--- src/rtl/lb_pkg.sv ---
package lb_pkg;
  // what a crossbar link carries in one slot
  typedef enum logic [1:0] {
    LK_IDLE    = 2'd0,
    LK_SPREAD  = 2'd1,
    LK_DELIVER = 2'd2
  } link_kind_e;
endpackage

--- src/rtl/lb_fifo.sv ---
module lb_fifo #(
  parameter int W     = 16,
  parameter int DEPTH = 4
) (
  input  logic         clk,
  input  logic         rst_n,
  input  logic         push,
  input  logic [W-1:0] din,
  input  logic         pop,
  output logic [W-1:0] dout,
  output logic         empty,
  output logic         full
);
  localparam int AW = (DEPTH > 1) ? $clog2(DEPTH) : 1;
  localparam int CW = $clog2(DEPTH + 1);

  logic [W-1:0]  mem [DEPTH];
  logic [AW-1:0] rd_ptr, wr_ptr;
  logic [CW-1:0] cnt;

  assign empty = (cnt == '0);
  assign full  = (cnt == CW'(DEPTH));
  assign dout  = mem[rd_ptr];

  always_ff @(posedge clk or negedge rst_n) begin
    if (!rst_n) begin
      rd_ptr <= '0;
      wr_ptr <= '0;
      cnt    <= '0;
    end else begin
      if (push) wr_ptr <= (wr_ptr == AW'(DEPTH - 1)) ? '0 : wr_ptr + 1'b1;
      if (pop)  rd_ptr <= (rd_ptr == AW'(DEPTH - 1)) ? '0 : rd_ptr + 1'b1;
      if (push && !pop)      cnt <= cnt + 1'b1;
      else if (pop && !push) cnt <= cnt - 1'b1;
    end
  end

  always_ff @(posedge clk) begin
    if (push) mem[wr_ptr] <= din;
  end

  AST_NO_OVERFLOW: assert property (@(posedge clk) disable iff (!rst_n) push |-> !full);
  AST_NO_UNDERFLOW: assert property (@(posedge clk) disable iff (!rst_n) pop |-> !empty);
endmodule

--- src/rtl/lb_slot_sched.sv ---
module lb_slot_sched #(
  parameter int N  = 4,
  parameter int IW = 2
) (
  input  logic          clk,
  input  logic          rst_n,
  output logic [IW-1:0] tgt_of [N],
  output logic [IW-1:0] src_of [N]
);
  logic [IW-1:0] slot;

  always_ff @(posedge clk or negedge rst_n) begin
    if (!rst_n)                   slot <= '0;
    else if (slot == IW'(N - 1))  slot <= '0;
    else                          slot <= slot + 1'b1;
  end

  for (genvar i = 0; i < N; i++) begin : g_map
    always_comb begin
      tgt_of[i] = IW'((i + int'(slot)) % N);
      src_of[i] = IW'((i + N - int'(slot)) % N);
    end
    AST_SRC_INVERTS_TGT: assert property (@(posedge clk) disable iff (!rst_n)
      tgt_of[src_of[i]] == IW'(i));
  end

  logic [N-1:0] hit;
  always_comb begin
    hit = '0;
    for (int i = 0; i < N; i++) hit[tgt_of[i]] = 1'b1;
  end

  AST_ONE_TO_ONE: assert property (@(posedge clk) disable iff (!rst_n)
    $countones(hit) == N);
  AST_SLOT_WRAP: assert property (@(posedge clk) disable iff (!rst_n)
    (slot == IW'(N - 1)) |=> (slot == '0));
endmodule

--- src/rtl/lb_port.sv ---
module lb_port
  import lb_pkg::*;
#(
  parameter int N     = 4,
  parameter int IW    = 2,
  parameter int PW    = 16,
  parameter int DEPTH = 4,
  parameter int SELF  = 0
) (
  input  logic          clk,
  input  logic          rst_n,
  input  logic [IW-1:0] my_tgt,
  input  logic [N-1:0]  tgt_full,
  input  logic          in_valid,
  input  logic [IW-1:0] in_dest,
  input  logic [PW-1:0] in_data,
  output logic          in_ready,
  output link_kind_e    lk_out_kind,
  output logic [IW-1:0] lk_out_dest,
  output logic [PW-1:0] lk_out_data,
  input  link_kind_e    lk_in_kind,
  input  logic [IW-1:0] lk_in_dest,
  input  logic [PW-1:0] lk_in_data,
  output logic [N-1:0]  q_full,
  output logic          out_valid,
  output logic [IW-1:0] out_dest,
  output logic [PW-1:0] out_data
);
  logic [N-1:0]  push, pop, empty_v;
  logic [PW-1:0] head [N];

  for (genvar d = 0; d < N; d++) begin : g_voq
    assign push[d] = (lk_in_kind == LK_SPREAD) && (lk_in_dest == IW'(d)) && (d != SELF);
    assign pop[d]  = !empty_v[d] && (my_tgt == IW'(d));
    lb_fifo #(.W(PW), .DEPTH(DEPTH)) u_fifo (
      .clk   (clk),
      .rst_n (rst_n),
      .push  (push[d]),
      .din   (lk_in_data),
      .pop   (pop[d]),
      .dout  (head[d]),
      .empty (empty_v[d]),
      .full  (q_full[d])
    );
  end

  // transmit side: a held cell for this slot's receiver wins the link
  logic s2_pend, fits;
  always_comb begin
    s2_pend  = !empty_v[my_tgt];
    fits     = (in_dest == my_tgt) || !tgt_full[in_dest];
    in_ready = !s2_pend && fits;
    if (s2_pend) begin
      lk_out_kind = LK_DELIVER;
      lk_out_dest = my_tgt;
      lk_out_data = head[my_tgt];
    end else begin
      lk_out_kind = (in_valid && fits) ? LK_SPREAD : LK_IDLE;
      lk_out_dest = in_dest;
      lk_out_data = in_data;
    end
  end

  // receive side: delivered cells and self-addressed spread cells leave here
  logic to_out;
  assign to_out = (lk_in_kind == LK_DELIVER) ||
                  ((lk_in_kind == LK_SPREAD) && (lk_in_dest == IW'(SELF)));

  always_ff @(posedge clk or negedge rst_n) begin
    if (!rst_n) begin
      out_valid <= 1'b0;
      out_dest  <= '0;
      out_data  <= '0;
    end else begin
      out_valid <= to_out;
      if (to_out) begin
        out_dest <= lk_in_dest;
        out_data <= lk_in_data;
      end
    end
  end

  AST_DELIVER_DEST: assert property (@(posedge clk) disable iff (!rst_n)
    (lk_in_kind == LK_DELIVER) |-> (lk_in_dest == IW'(SELF)));
  AST_DIRECT_OUT: assert property (@(posedge clk) disable iff (!rst_n)
    ((lk_in_kind == LK_SPREAD) && (lk_in_dest == IW'(SELF))) |=> (out_valid && out_dest == IW'(SELF)));
  AST_SPREAD_FITS: assert property (@(posedge clk) disable iff (!rst_n)
    ((lk_in_kind == LK_SPREAD) && (lk_in_dest != IW'(SELF))) |-> !q_full[lk_in_dest]);
endmodule

--- src/rtl/lb_cell_switch.sv ---
module lb_cell_switch
  import lb_pkg::*;
#(
  parameter int N_PORTS   = 4,
  parameter int PAY_W     = 16,
  parameter int VOQ_DEPTH = 4,
  localparam int IW       = (N_PORTS > 1) ? $clog2(N_PORTS) : 1
) (
  input  logic                    clk,
  input  logic                    rst_n,
  input  logic [N_PORTS-1:0]      in_valid,
  input  logic [N_PORTS*IW-1:0]   in_dest,
  input  logic [N_PORTS*PAY_W-1:0] in_data,
  output logic [N_PORTS-1:0]      in_ready,
  output logic [N_PORTS-1:0]      out_valid,
  output logic [N_PORTS*IW-1:0]   out_dest,
  output logic [N_PORTS*PAY_W-1:0] out_data
);
  logic [IW-1:0]      tgt_of [N_PORTS];
  logic [IW-1:0]      src_of [N_PORTS];
  link_kind_e         tx_kind [N_PORTS];
  logic [IW-1:0]      tx_dest [N_PORTS];
  logic [PAY_W-1:0]   tx_data [N_PORTS];
  link_kind_e         rx_kind [N_PORTS];
  logic [IW-1:0]      rx_dest [N_PORTS];
  logic [PAY_W-1:0]   rx_data [N_PORTS];
  logic [N_PORTS-1:0] qfull  [N_PORTS];
  logic [N_PORTS-1:0] tfull  [N_PORTS];

  lb_slot_sched #(.N(N_PORTS), .IW(IW)) u_sched (
    .clk    (clk),
    .rst_n  (rst_n),
    .tgt_of (tgt_of),
    .src_of (src_of)
  );

  for (genvar p = 0; p < N_PORTS; p++) begin : g_port
    assign rx_kind[p] = tx_kind[src_of[p]];
    assign rx_dest[p] = tx_dest[src_of[p]];
    assign rx_data[p] = tx_data[src_of[p]];
    assign tfull[p]   = qfull[tgt_of[p]];

    lb_port #(
      .N(N_PORTS), .IW(IW), .PW(PAY_W), .DEPTH(VOQ_DEPTH), .SELF(p)
    ) u_port (
      .clk         (clk),
      .rst_n       (rst_n),
      .my_tgt      (tgt_of[p]),
      .tgt_full    (tfull[p]),
      .in_valid    (in_valid[p]),
      .in_dest     (in_dest[p*IW +: IW]),
      .in_data     (in_data[p*PAY_W +: PAY_W]),
      .in_ready    (in_ready[p]),
      .lk_out_kind (tx_kind[p]),
      .lk_out_dest (tx_dest[p]),
      .lk_out_data (tx_data[p]),
      .lk_in_kind  (rx_kind[p]),
      .lk_in_dest  (rx_dest[p]),
      .lk_in_data  (rx_data[p]),
      .q_full      (qfull[p]),
      .out_valid   (out_valid[p]),
      .out_dest    (out_dest[p*IW +: IW]),
      .out_data    (out_data[p*PAY_W +: PAY_W])
    );

    AST_ACCEPT_CROSSES: assert property (@(posedge clk) disable iff (!rst_n)
      (in_valid[p] && in_ready[p]) |->
        (rx_kind[tgt_of[p]] == LK_SPREAD && rx_data[tgt_of[p]] == in_data[p*PAY_W +: PAY_W]));
  end
endmodule

--- config.mk ---
export PLATFORM = sky130hd
export DESIGN_NAME = lb_cell_switch
export DESIGN_NICKNAME = d
export VERILOG_FILES = /design/src/rtl/lb_pkg.sv /design/src/rtl/lb_fifo.sv /design/src/rtl/lb_slot_sched.sv /design/src/rtl/lb_port.sv /design/src/rtl/lb_cell_switch.sv
export SDC_FILE = /design/constraint.sdc
export NUM_CORES = 1
export LEC_CHECK = 0
export ABC_CLOCK_PERIOD_IN_PS = 9600
export BUFFER_PORTS_ARGS = -buffer_cell sky130_fd_sc_hd__clkbuf_2
export CAP_MARGIN = 5
export CORE_MARGIN = 2
export CORE_UTILIZATION = 34
export CTS_CLUSTER_DIAMETER = 120
export DETAILED_ROUTE_END_ITERATION = 8
export SLEW_MARGIN = 20
export SYNTH_ARGS = -nofsm -noshare
export SYNTH_HDL_FRONTEND = slang
export SYNTH_SLANG_ARGS = --single-unit
--- constraint.sdc ---
create_clock -name clk -period 9.6 [get_ports clk]
set_input_delay 0.48 -clock clk [delete_from_list [all_inputs] [get_ports clk]]
set_output_delay 0.48 -clock clk [all_outputs]
set_load 0.01 [all_outputs]
==> impl_metrics.toml <==
[grt]
grt_pass1_vias = 24100
antenna_found_initial = 10
grt_usage_pct = 19.8
grt_pass1_wl_mm = 179
grt_max_degree = 72
grt-ovfl-total = 0

[detailed_routing]
drc = 0
firstDrtPassIters = 6
drt_iter0_markers = 3128
drt-total-wl_mm = 126
drtAntennaViolNets = 0
vias_per_cell = 5.53
wl_per_cell_um = 27.8
vias = 25200

[sta]
fin_crit_sh_pct = 61.4
rsz0062_at_grt = "false"
final.setup_skew_ns = 0.0286
period_minus_slack_ns = 5.89
slew_headroom_pct = 20.3
setup_violations = 0
max_freq_mhz = 170
hold_violations = 0
tns_ns = 0
tightestPinTransition_ns = 1.18
final_max_slew_viol_count = 0

[logic_synthesis]
yosys_warnings = 0
ys_types = 94
synth-main-ff-cell = "edfxtp_1"
post-synth-top-area-cell = "edfxtp_1"
synth_area_sq_mm = 0.0419
avgSynthCellArea_sq_um = 15.7
syn_nets = 2852
synth-seq-cells = 942
ys_seq_area_share_pct = 65.4
synthesis.instances = 2674
synth_edf_count = 768
netlist_top_cells_area = "edfxtp_1 55%, dfrtp_1 10%, mux4_2 8.3%"
yosysTopAreaCellShare_pct = 55.0
synth-async-reset-ratio_pct = 18.5

[critical_path]
cp-start-kind = "flip-flop"
crit_type = "flip-flop to flip-flop"
required_ns = 10.20
crit_fanout = 61
cp-end-kind = "flip-flop"
arrival_ns = 6.49

[pwr]
leakage_nw = 17.0
pwr_density_cell_mw_per_mm2 = 317
internal_power_mw = 9.59
comb_power_share_pct = 36.3
sw_frac_of_total_pct = 36.6
seqPwrFrac_pct = 39.8
pwr-share-clk_pct = 23.9
netSwitchingPower_mw = 5.54
ir_drop_v = 0.000172

[final_layout]
fillers = 11400
antenna_cells = 0
final_cells = 4554
areaGrowthSynthToFinish_pct = 13.9
final_nets = 3026
post_route_cells_drive_above_1_share_pct = 24.3

[worst_hold_path]
holdCritPathClass = "input pin to asynchronous set/reset pin"

[cts]
htree_num_levels = 3
cts_buffers = 94
cts_sinks = 942
clockRootBuffer = "clkbuf_16"
path_clk_slew_ns = 0.07
cts_tree = "built"
clockBufferDepth = 3
cts-resized-gates = 0
clk_latency_ns = 0.68

[placement]
gp_congestion = 0.946
dp.cells = 4376
io_buffer_count = 157
dp_hpwl_mm = 87.8

[die]
fp.dieW_um = 355
coreArea_sq_mm = 0.122
ioPinCount = 158
die_area_sq_mm = 0.126
start_util_pct = 34.3
die_h_um = 355
rows = 128

[job]
max_cap_violations = 0

[status]
outcome = "finished clean"
sequential cells by signal (all words and copies together) (netlist names):
signal,count
g_port.u_port.g_voq.u_fifo.wr_ptr,24
g_port.u_port.out_dest,8
g_port.u_port.g_voq.u_fifo.cnt,48
g_port.u_port.out_valid,4
u_sched.slot,2
g_port.u_port.out_data,64
g_port.u_port.g_voq.u_fifo.mem,768
g_port.u_port.g_voq.u_fifo.rd_ptr,24
critical path, cell delays in order (launching register included):
cell and delay [ns]:
dfrtp_4 0.92, clkinv_1 0.15, buf_4 0.28, ha_4 0.81, buf_4 0.54, or4b_2 0.21, o2bb2ai_1 0.14, a211oi_1 0.08
a21oi_1 0.33, a41oi_1 0.26, o2bb2ai_4 0.30, nor3b_2 0.59, ha_1 0.28, inv_1 0.06, fa_1 0.37, xor2_1 0.17
nor2_1 0.11, xor2_1 0.15
per-stage QoR:
stage	area, sq um	total power, mW	hold WS [ns]	utilization [%]	setup slack (ns)
floorplan	41900	9.11	0.184	-	4.09
global placement	44700	11.5	0.453	36.6	3.90
detailed placement	44700	11.6	0.459	36.6	3.68
CTS	47700	15.2	0.357	39.1	3.69
global route	47700	15.7	0.388	39.1	3.40
finish	47700	15.1	0.348	39.1	3.71
cell usage after synthesis, drive strengths merged (62+ instances only):
cell type	number
clkbuf	87
nand2	166
a21oi	96
mux4	155
o22ai	80
nand3	62
ha	88
buf	69
mux2i	129
dfrtp	174
o21ai	75
mux2	122
inv	66
edfxtp	768
nor2	99
cells by family (layout without fill, tap and decap cells):
kind of cell / Yosys count / in the layout / synth area share, %
AO/OA/AOI/OAI: 441 / 441 / 7.12
XOR/XNOR: 40 / 40 / 0.836
adder cells (fa/ha/maj): 100 / 100 / 3.20
buffers and inverters: 222 / 477 / 2.30
flip-flops: 942 / 942 / 65.4
multiplexers: 406 / 406 / 14.9
AND/OR/NAND/NOR: 523 / 523 / 6.19
what timing repair did:
item	4_1_cts	5_1_grt
hold endpoints to repair	62	0
buffers inserted	0	0
hold buffers	1	0
per-layer routing:
layer	vias to the layer above	wire length (um)	global-route usage, %
li1	10800	-	-
met1	12900	54800	28.5
met2	1228	55300	29.4
met3	234	11900	4.46
met4	14	4380	6.87
met5	-	83	0
power by group through the flow:
stage | sequential, mW | clock (mW) | combinational [mW]
floorplan | 5.98 | 0 | 3.12
global placement | 6.10 | 0 | 5.39
detailed placement | 6.11 | 0 | 5.46
CTS | 6.03 | 3.68 | 5.47
global route | 6.10 | 3.84 | 5.79
finish | 6.02 | 3.62 | 5.50
path summary, 6_finish.rpt:
check | startpoint | end | slack [ns] | cells past startpoint
min in group clk | g_port[1].u_port.out_dest[0] | g_port[1].u_port.out_dest[0] | 0.47 | 1
max reg2reg | u_sched.slot[1] | g_port[2].u_port.g_voq[0].u_fifo.cnt[2] | 3.71 | 17
min | rst_n | g_port[2].u_port.g_voq[0].u_fifo.wr_ptr[1] | 0.35 | 2
max | u_sched.slot[1] | g_port[2].u_port.g_voq[0].u_fifo.cnt[2] | 3.71 | 17
max in group asynchronous | rst_n | g_port[1].u_port.out_data[11] | 7.80 | 3
min reg2reg | g_port[1].u_port.out_dest[0] | g_port[1].u_port.out_dest[0] | 0.47 | 1
cell type report:
cell class,count,area [sq um],area share [%]
flip-flops and latches,942,27400,57.5
multi-input cells,1510,13600,28.6
clock buffers,120,2490,5.22
well taps,1625,2030,4.26
repair buffers,234,1380,2.88
clock inverters,57,510,1.07
inverters,66,250,0.524
cells in the final DEF, fill, tap and decap left out, types with 10 or more instances in the layout:
master,Yosys,layout
nand3_1,62,62
clkinv_1,0,16
or3_1,10,10
and3_1,18,18
nor2_1,99,97
mux2_2,90,90
a21o_1,36,36
o211ai_1,15,15
fa_1,12,12
mux2_4,24,24
xnor2_1,16,16
nor3_1,42,42
xor2_1,24,24
a221oi_1,18,10
edfxtp_1,768,768
buf_4,13,76
clkinv_2,0,18
clkbuf_16,0,94
a211oi_1,11,10
and2_1,49,49
nand2b_1,17,17
clkbuf_2,1,156
a21oi_1,95,94
o21ai_0,73,71
mux2i_1,128,123
a31oi_1,17,17
clkbuf_1,86,22
a22oi_1,13,13
inv_1,64,63
o22ai_1,79,79
mux4_2,155,155
ha_1,88,87
nand2_1,166,166
dfrtp_1,174,172
Power figures use the tool's default switching activity.
